## config.mk

```make
export PLATFORM = sky130hd
export DESIGN_NAME = hdlc_frame_rx
export DESIGN_NICKNAME = d
export VERILOG_FILES = /design/src/rtl/hdlc_rx_pkg.sv /design/src/rtl/hdlc_rx_ctrl.sv /design/src/rtl/hdlc_rx_dp.sv /design/src/rtl/hdlc_frame_rx.sv
export SDC_FILE = /design/constraint.sdc
export NUM_CORES = 1
export LEC_CHECK = 0
export CORE_AREA = 2 2 105 56
export CTS_CLUSTER_SIZE = 20
export DETAILED_ROUTE_END_ITERATION = 10
export DIE_AREA = 0 0 107 58
export HOLD_SLACK_MARGIN = 0.15
export PLACE_DENSITY = 0.83
export RECOVER_POWER = 50
export SLEW_MARGIN = 20
export SYNTH_ARGS = -nofsm -noshare
export SYNTH_HDL_FRONTEND = slang
export SYNTH_SLANG_ARGS = --single-unit
```

## constraint.sdc

```tcl
create_clock -name clk -period 3.8 [get_ports clk]
set_input_delay 0.57 -clock clk [delete_from_list [all_inputs] [get_ports clk]]
set_output_delay 0.57 -clock clk [all_outputs]
set_load 0.01 [all_outputs]
```

## src/rtl/hdlc_rx_pkg.sv

```systemverilog
package hdlc_rx_pkg;

  typedef enum logic {
    HUNT = 1'b0,
    OPEN = 1'b1
  } rxState_e;

  // strobes from line control to the datapath
  typedef struct packed {
    logic push;    // payload bit enters the lookahead
    logic bitVal;  // value of that bit
    logic open;    // flag seen while hunting
    logic close;   // flag seen inside a frame
    logic abort;   // abort pattern or alignment loss inside a frame
  } rxStrobe_t;

  localparam int ST_BAD_CRC = 0;
  localparam int ST_BAD_CNT = 1;
  localparam int ST_ABORT   = 2;
  localparam int ST_GOOD    = 3;

endpackage

```

## src/rtl/hdlc_rx_ctrl.sv

```systemverilog
module hdlc_rx_ctrl
  import hdlc_rx_pkg::*;
#(
  parameter int IDLE_RUN = 15
) (
  input  logic       clk,
  input  logic       rstN,
  input  logic       bitEn,
  input  logic       bitIn,
  input  logic       alignLost,
  output rxStrobe_t  strobes,
  output logic       idleFlag
);

  localparam int ONES_W = $clog2(IDLE_RUN + 1);
  localparam logic [ONES_W-1:0] STUFF_AT = ONES_W'(5);
  localparam logic [ONES_W-1:0] FLAG_AT  = ONES_W'(6);
  localparam logic [ONES_W-1:0] RUN_MAX  = ONES_W'(IDLE_RUN);

  rxState_e          state, nextState;
  logic [ONES_W-1:0] onesCnt, nextOnes;
  rxStrobe_t         st;

  always_comb begin
    st        = '0;
    nextState = state;
    nextOnes  = onesCnt;
    if (bitEn) begin
      if (bitIn) begin
        if (onesCnt != RUN_MAX) nextOnes = onesCnt + 1'b1;
        if (state == OPEN && !alignLost) begin
          if (onesCnt < STUFF_AT) begin
            st.push   = 1'b1;
            st.bitVal = 1'b1;
          end else if (onesCnt == FLAG_AT) begin
            st.abort  = 1'b1;
            nextState = HUNT;
          end
        end
      end else begin
        nextOnes = '0;
        if (!alignLost) begin
          if (onesCnt == FLAG_AT) begin
            if (state == HUNT) begin
              st.open   = 1'b1;
              nextState = OPEN;
            end else begin
              st.close  = 1'b1;
            end
          end else if (onesCnt != STUFF_AT && state == OPEN) begin
            st.push   = 1'b1;
            st.bitVal = 1'b0;
          end
        end
      end
    end
    if (alignLost) begin
      st.abort  = (state == OPEN);
      nextState = HUNT;
    end
  end

  always_ff @(posedge clk or negedge rstN) begin
    if (!rstN) begin
      state   <= HUNT;
      onesCnt <= '0;
    end else begin
      state   <= nextState;
      onesCnt <= nextOnes;
    end
  end

  assign strobes  = st;
  assign idleFlag = (onesCnt == RUN_MAX);

endmodule

```

## src/rtl/hdlc_rx_dp.sv

```systemverilog
module hdlc_rx_dp
  import hdlc_rx_pkg::*;
#(
  parameter logic [15:0] CRC_POLY = 16'h8408,
  parameter logic [15:0] CRC_INIT = 16'hFFFF,
  parameter logic [15:0] CRC_GOOD = 16'hF0B8
) (
  input  logic       clk,
  input  logic       rstN,
  input  rxStrobe_t  strobes,
  output logic       wrEn,
  output logic [7:0] wrData,
  output logic       wrIsStatus
);

  localparam int CRC_W     = 16;
  localparam int FCS_BYTES = CRC_W / 8;
  localparam int LAG       = 6;  // flag/abort lookahead in payload bits
  localparam int FILL_W    = $clog2(LAG + 1);
  localparam int HOLD_W    = $clog2(FCS_BYTES + 1);
  localparam logic [FILL_W-1:0] FILL_FULL = FILL_W'(LAG);
  localparam logic [HOLD_W-1:0] HOLD_FULL = HOLD_W'(FCS_BYTES);

  logic [LAG-1:0]    lookahead;
  logic [FILL_W-1:0] fill;
  logic [CRC_W-1:0]  crc, crcNext;
  logic [2:0]        bitPhase;
  logic              anyBit;
  logic [7:0]        byteSr, newByte;
  logic [7:0]        hold [FCS_BYTES];
  logic [HOLD_W-1:0] holdCnt;

  logic emerge, outBit, byteDone, frameReset, frameEnd;
  logic badCrc, badCnt;
  logic [7:0] statusByte;

  assign emerge     = strobes.push && (fill == FILL_FULL);
  assign outBit     = lookahead[LAG-1];
  assign crcNext    = {1'b0, crc[CRC_W-1:1]} ^ ((crc[0] ^ outBit) ? CRC_POLY : '0);
  assign newByte    = {outBit, byteSr[7:1]};
  assign byteDone   = emerge && (bitPhase == 3'd7);
  assign frameEnd   = strobes.close || strobes.abort;
  assign frameReset = frameEnd || strobes.open;
  assign badCrc     = (crc != CRC_GOOD);
  assign badCnt     = (bitPhase != 3'd0);

  always_comb begin
    statusByte              = '0;
    statusByte[ST_BAD_CRC]  = badCrc;
    statusByte[ST_BAD_CNT]  = badCnt;
    statusByte[ST_ABORT]    = strobes.abort;
    statusByte[ST_GOOD]     = strobes.close && !badCrc && !badCnt;
  end

  always_ff @(posedge clk or negedge rstN) begin
    if (!rstN) begin
      lookahead  <= '0;
      fill       <= '0;
      crc        <= CRC_INIT;
      bitPhase   <= '0;
      anyBit     <= 1'b0;
      byteSr     <= '0;
      holdCnt    <= '0;
      wrEn       <= 1'b0;
      wrData     <= '0;
      wrIsStatus <= 1'b0;
      for (int i = 0; i < FCS_BYTES; i++) hold[i] <= '0;
    end else begin
      wrEn <= 1'b0;
      if (frameEnd && anyBit) begin
        wrEn       <= 1'b1;
        wrData     <= statusByte;
        wrIsStatus <= 1'b1;
      end
      if (frameReset) begin
        fill     <= '0;
        crc      <= CRC_INIT;
        bitPhase <= '0;
        anyBit   <= 1'b0;
        holdCnt  <= '0;
      end else if (strobes.push) begin
        lookahead <= {lookahead[LAG-2:0], strobes.bitVal};
        if (fill != FILL_FULL) fill <= fill + 1'b1;
        if (emerge) begin
          crc      <= crcNext;
          bitPhase <= bitPhase + 1'b1;
          anyBit   <= 1'b1;
          byteSr   <= newByte;
        end
        if (byteDone) begin
          if (holdCnt == HOLD_FULL) begin
            wrEn       <= 1'b1;
            wrData     <= hold[0];
            wrIsStatus <= 1'b0;
            for (int i = 0; i < FCS_BYTES - 1; i++) hold[i] <= hold[i+1];
            hold[FCS_BYTES-1] <= newByte;
          end else begin
            hold[holdCnt] <= newByte;
            holdCnt       <= holdCnt + 1'b1;
          end
        end
      end
    end
  end

endmodule

```

## src/rtl/hdlc_frame_rx.sv

```systemverilog
module hdlc_frame_rx
  import hdlc_rx_pkg::*;
#(
  parameter int          IDLE_RUN = 15,
  parameter logic [15:0] CRC_POLY = 16'h8408,
  parameter logic [15:0] CRC_INIT = 16'hFFFF,
  parameter logic [15:0] CRC_GOOD = 16'hF0B8
) (
  input  logic       clk,
  input  logic       rstN,
  input  logic       bitEn,
  input  logic       bitIn,
  input  logic       alignLost,
  output logic       wrEn,
  output logic [7:0] wrData,
  output logic       wrIsStatus,
  output logic       idleFlag
);

  rxStrobe_t strobes;

  hdlc_rx_ctrl #(.IDLE_RUN(IDLE_RUN)) u_ctrl (
    .clk       (clk),
    .rstN      (rstN),
    .bitEn     (bitEn),
    .bitIn     (bitIn),
    .alignLost (alignLost),
    .strobes   (strobes),
    .idleFlag  (idleFlag)
  );

  hdlc_rx_dp #(
    .CRC_POLY (CRC_POLY),
    .CRC_INIT (CRC_INIT),
    .CRC_GOOD (CRC_GOOD)
  ) u_dp (
    .clk        (clk),
    .rstN       (rstN),
    .strobes    (strobes),
    .wrEn       (wrEn),
    .wrData     (wrData),
    .wrIsStatus (wrIsStatus)
  );

endmodule

```

# ---- Word-level counts from Yosys, hierarchy flattened
# Index checks and enable logic that the tools add are counted.
dict set report classes {
  add_sub_neg 4
  mul 0
  div 0
  n_lt_le_gt_ge 3
  eq_ne 14
  n_shift 0
  muxes 61
  n_bitwise 4
  reduce_logical 28
}
# operator n
set ops {}
lappend ops {{16-bit two-way mux} 5}
lappend ops {{8-bit two-way mux} 6}
lappend ops {{1-bit two-way mux} 27}
lappend ops {{2-bit two-way mux} 11}
lappend ops {{3-bit two-way mux} 6}
lappend ops {{16-bit bitwise mux} 1}
lappend ops {{16-bit inequality test, second input constant} 1}
lappend ops {{15-bit by 16-bit XOR with 16-bit output} 1}
lappend ops {{4-bit two-way mux} 3}
lappend ops {{2-bit nonzero test} 5}
lappend ops {{3-bit AND reduction} 3}
lappend ops {{8-bit demux with 1-bit select} 1}
lappend ops {{1-bit logical AND} 8}
lappend ops {{4-bit inequality test, second input constant} 2}
lappend ops {{2-bit AND reduction} 4}
lappend ops {{3-bit by 1-bit adder with 3-bit output, second input constant} 2}
lappend ops {{3-bit equality test, second input constant} 2}
lappend ops {{3-bit inequality test, second input constant} 2}
lappend ops {{3-bit nonzero test} 2}
lappend ops {{5-bit two-way mux} 1}
lappend ops {{5-bit AND reduction} 1}
lappend ops {{4-bit by 1-bit adder with 4-bit output, second input constant} 1}
lappend ops {{4-bit by 3-bit equality test with 1-bit output, second input constant} 1}
lappend ops {{4-bit equality test, second input constant} 1}
lappend ops {{13 further kinds} 17}
dict set report word_totals {
  register_bits 70
  latchBits 0
  mem_bits_rw 0
  romBits 0
  inputBits 5
  output_inout_bits 11
  word_cells 128
  mem_count 0
}

# ---- Depth between registers and ports, before layout
dict set report depth {
  depth_word 15
  ltp_mapped 9
  mapped_depth_nobuf 7
}

# ---- Modules after synthesis
# Synthesis repeated with hierarchy kept, for this count alone.
dict set report unflattened {
  hier_cells 327
  hier_area_um2 3259.4
}
# mod instances cells_per_inst area_each_um2 seq_area_each_um2
set modules_own_cells {}
lappend modules_own_cells {hdlc_rx_dp 1 280 2839.0 1621.6}
lappend modules_own_cells {hdlc_rx_ctrl 1 47 420.4 125.1}

# ---- Worst setup path before layout
# Ideal clock, no wire load.
dict set report synth_timing {
  kind {input -> register}
  startpoint {input port bitEn}
  endpoint {register u_dp.hold[11] in the netlist's numbering}
  setup_time_ns 0.126
  arrival_ns 1.889
  required_ns 3.674
  setup_slack_ns 1.785
  path_stages 6
  n_path_buf 1
  cell_sequence {buf_4 > and2_4 > o2111ai_2 > a21oi_2 > and2b_1 > a221o_1}
}
dict set report synth_via {
  elab_chain_len 6
  elab_cells_between_ends 8
  classes_between {mux: 2; bitwise: 1; reduce/logical: 5}
}
# item line_no
set synth_lines {}
lappend synth_lines {{start, declared} hdlc_frame_rx.sv:11} ;# input logic bitEn,
lappend synth_lines {{5-bit two-way mux *} hdlc_rx_ctrl.sv:28} ;# if (bitEn) begin
lappend synth_lines {{1-bit two-way mux} hdlc_rx_ctrl.sv:57} ;# if (alignLost) begin
lappend synth_lines {{1-bit logical OR} hdlc_rx_dp.sv:42} ;# assign frameEnd = strobes.close || strobes.abort;
lappend synth_lines {{1-bit logical OR} hdlc_rx_dp.sv:43} ;# assign frameReset = frameEnd || strobes.open;
lappend synth_lines {{1-bit inverter (no line)} --}
lappend synth_lines {{3-bit AND reduction (no line) *} --}
lappend synth_lines {{end signal, assigned by index} hdlc_rx_dp.sv:96} ;# hold[FCS_BYTES-1] <= newByte;
lappend synth_lines {{end signal, assigned by index} hdlc_rx_dp.sv:98} ;# hold[holdCnt] <= newByte;
lappend synth_lines {{end, declared} hdlc_rx_dp.sv:30} ;# logic [7:0] hold [FCS_BYTES];
# Mark *: on every way between the ends. The rest lies on a longest branch, timed or not.
# A chain may end at the register's enable or synchronous reset.

# ---- Worst setup path in the final report
dict set report layout_timing {
  startpoint {input port bitEn}
  endpoint {register u_dp.hold[6] in the netlist's numbering}
}
# Same word-level chain as after synthesis.

==> run_results.csv <==
group,metric,value,unit
yosys,ys_seq_area_frac,0.528,
yosys,synth_edf_count,0,
min_path,hold_class,"input pin to asynchronous set/reset pin",
clock_tree,insertion_delay,0.35,ns
power_and_ir_drop,power,0.00183,W
clock_tree,cts_max_path_buffers,2,
setup_path,worstSetupPathType,"input pin to register",
global_route,grt_max_degree,45,
floorplan,die_w,107,µm
clock_tree,postCtsResizedCells,0,
route,avgViaCountPerCell,5.74,
setup_path,cp.arrival,3.09,ns
finish,diodes,0,
setup_path,cp_slowest_cell,"dlygate4sd3_1",
yosys,async_flop_share,1.00,
setup_path,crit_chain,"dlygate4sd3_1, and2_4, o2111ai_2, a21oi_4, and3_1, mux2i_1",
floorplan,rows,19,
yosys,synth_area_per_cell,10.2,µm²
global_route,grt_overflow,0,
floorplan,die-area,6210,µm²
setup_path,path_max_fanout,17,
timing,slew_headroom,0.139,
place,hpwl,4670,µm
setup_path,crit_buf_inv,1,
place,placed_cell_area,3480,µm²
timing,timing.fmax,354,MHz
route,drt-initial-drc-count,167,
yosys,synth_top_family_by_area,"simple AND/OR/NAND/NOR gates",
yosys,synth_xor_area_frac,0.0106,
yosys,synth_cells,326,
floorplan,initial_core_util,0.624,
setup_path,start_kind,"input pin",
global_route,antenna_found_initial,0,
route,dr.pass1.iters,5,
route,drtAntennaViolNets,0,
route,drc,0,
clock_tree,cts_tree,"built",
power_and_ir_drop,p_per_area,491,nW/µm²
clock_tree,hold_buffers,0,
clock_tree,cts.clk_slew.worst_paths,0.07,ns
timing,fin_skew,0.00629,ns
finish,final_util,0.705,
setup_path,rr_endpoint,"u_dp.crc[15]",
yosys,synth_nets,343,
yosys,synth-adder-area-share,0.0454,
yosys,synth-compound-area-share,0.142,
clock_tree,htree_levels,3,
route,num_vias,2398,
finish,layout_common_cells,"dfrtp_1 (53), nand2_1 (44), nor2_1 (41)",
timing,max_slew.worst_pin.slew,1.29,ns
setup_path,cp-end-kind,"register",
finish,design_area,3740,µm²
yosys,yosys_warnings,0,
timing,tns,0,ns
finish,final_common_cell,"dfrtp_1",
clock_tree,cts_root_buffer,"clkbuf_8",
power_and_ir_drop,p_leak,1.74,nW
timing,setup_violations,0,
route,wirelength,6660,µm
place,gp_congestion,0.945,
route,routedWlPerCell,15.9,µm
place,port-buffer-count,15,
setup_path,cp_slowest_stage_delay,0.73,ns
clock_tree,cts.sinks,69,
yosys,yosysUniqueCellTypes,53,
setup_path,r2r_cells,7,
floorplan,die_y,58,µm
yosys,synth_simple_gate_area_frac,0.170,
power_and_ir_drop,peakVddDrop,0.000314,V
floorplan,core_area,5300,µm²
timing,timing.final.crit_period,2.83,ns
yosys,ys_seq_elements,69,
global_route,grt_pass1_vias,2247,
status,status,"complete, no violations",
clock_tree,cts_setup_buffers,0,
global_route,grtUsageTotal,0.243,
finish,fillers,386,
timing,fin_crit_sh,0.744,
global_route,grt_pass1_wl,11200,µm
finish,layout-drive-gt1-share,0.148,
setup_path,r2r_slack,1.16,ns
clock_tree,numCtsBuffers,9,
yosys,syn-cell-area,3310,µm²
flow_run,drv_cap,0,
finish,syn_to_final_growth,12.9,%
timing,rsz0062_at_grt,"false",
setup_path,path_delay_family,"compound AO/OA/AOI/OAI gates",
floorplan,io-pin-count,16,
setup_path,cp.required,4.07,ns
timing,timing.hold.ws,0.484,ns
timing,slew_violations,0,
finish,nNetsFinal,357,
yosys,synth.mux.area_fraction,0.0567,
yosys,synth_ff_type,"dfrtp_1",
setup_path,regToRegStartpoint,"u_ctrl.onesCnt[0]",
timing,finalHoldViolCount,0,
==> layer usage <==
layer,share of wire,up-vias,GRT usage
li1,-,1136,-
met1,0.46,1168,0.350
met2,0.45,87,0.359
met3,0.073,7,0.0844
met4,0.0092,0,0.0631
met5,0,-,0
==> worst max path at each step <==
stage | startpoint | to | slack [ns] | cells past startpoint
2_1_floorplan | bitEn | u_dp.hold[11] | 1.78 | 6
3_3_place_gp | bitEn | u_dp.hold[0] | 0.81 | 6
3_5_place_dp | bitEn | u_dp.hold[6] | 0.69 | 6
4_1_cts | bitEn | u_dp.hold[6] | 1.03 | 6
5_1_grt | bitEn | u_dp.hold[2] | 0.83 | 6
6_report | bitEn | u_dp.hold[6] | 0.97 | 6
==> area by class of cell <==
class | instances | area (µm²) | share of cell area
flip-flops and latches | 69 | 1750 | 0.467
well taps | 73 | 91.3 | 0.0244
repair buffers | 17 | 156 | 0.0418
multi-input cells | 222 | 1410 | 0.376
inverters | 21 | 78.8 | 0.0211
clock buffers | 11 | 151 | 0.0405
clock inverters | 5 | 106 | 0.0285
==> per-stage QoR <==
step,std cells,worst slack (ns)
detailed placement,402,0.688
global placement,402,0.812
CTS,418,1.03
floorplan,326,1.78
finish,418,0.974
global route,418,0.827
==> cells by family (layout without fill, tap and decap cells) <==
kind of cell	count (synthesis)	count (layout)
buffers and inverters	35	54
XOR/XNOR	4	4
adder cells (fa/ha/maj)	12	12
multiplexers	18	18
flip-flops	69	69
AND/OR/NAND/NOR	122	122
AO/OA/AOI/OAI	66	66
==> cells in the mapped netlist (all sizes together), types with 3 or more instances <==
library cell | count | area [µm²]
dfrtp | 53 | 1330
nand2 | 45 | 171
nor2 | 42 | 160
a21oi | 26 | 149
inv | 21 | 78.8
dfstp | 16 | 420
ha | 12 | 150
mux2i | 12 | 120
o21ai | 12 | 60.1
buf | 11 | 67.6
nor2b | 9 | 56.3
a221o | 8 | 80.1
mux2 | 6 | 67.6
nand3 | 6 | 30.0
a22o | 4 | 35.0
clkbuf | 3 | 11.3
xnor2 | 3 | 26.3
==> power by group <==
| part | switching (W) | internal, W | total (W) | leakage [nW] |
|---|---|---|---|---|
| logic | 0.0000949 | 0.0000777 | 0.000173 | 0.774 |
| registers | 0.0000590 | 0.000845 | 0.000904 | 0.844 |
| clock network | 0.000284 | 0.000473 | 0.000757 | 0.126 |
| total | 0.000438 | 0.00140 | 0.00183 | 1.74 |
==> worst register-to-register path, stage by stage (launching register included) <==
cell      delay, ns
dfrtp_1        0.43
inv_1          0.18
ha_1           0.22
nor2_1         0.09
o311ai_4       0.45
a21o_1         0.89
nor2_1         0.16
a21oi_1        0.16
==> state kept, by name, summed over array words and instances, names as in the netlist, 2 cells and up <==
register,cells
u_ctrl.onesCnt,4
u_dp.bitPhase,3
u_dp.wrData,8
u_dp.holdCnt,2
u_dp.crc,16
u_dp.hold,16
u_dp.byteSr,7
u_dp.lookahead,6
u_dp.fill,3
No activity file was read; power rests on OpenSTA's default activity.
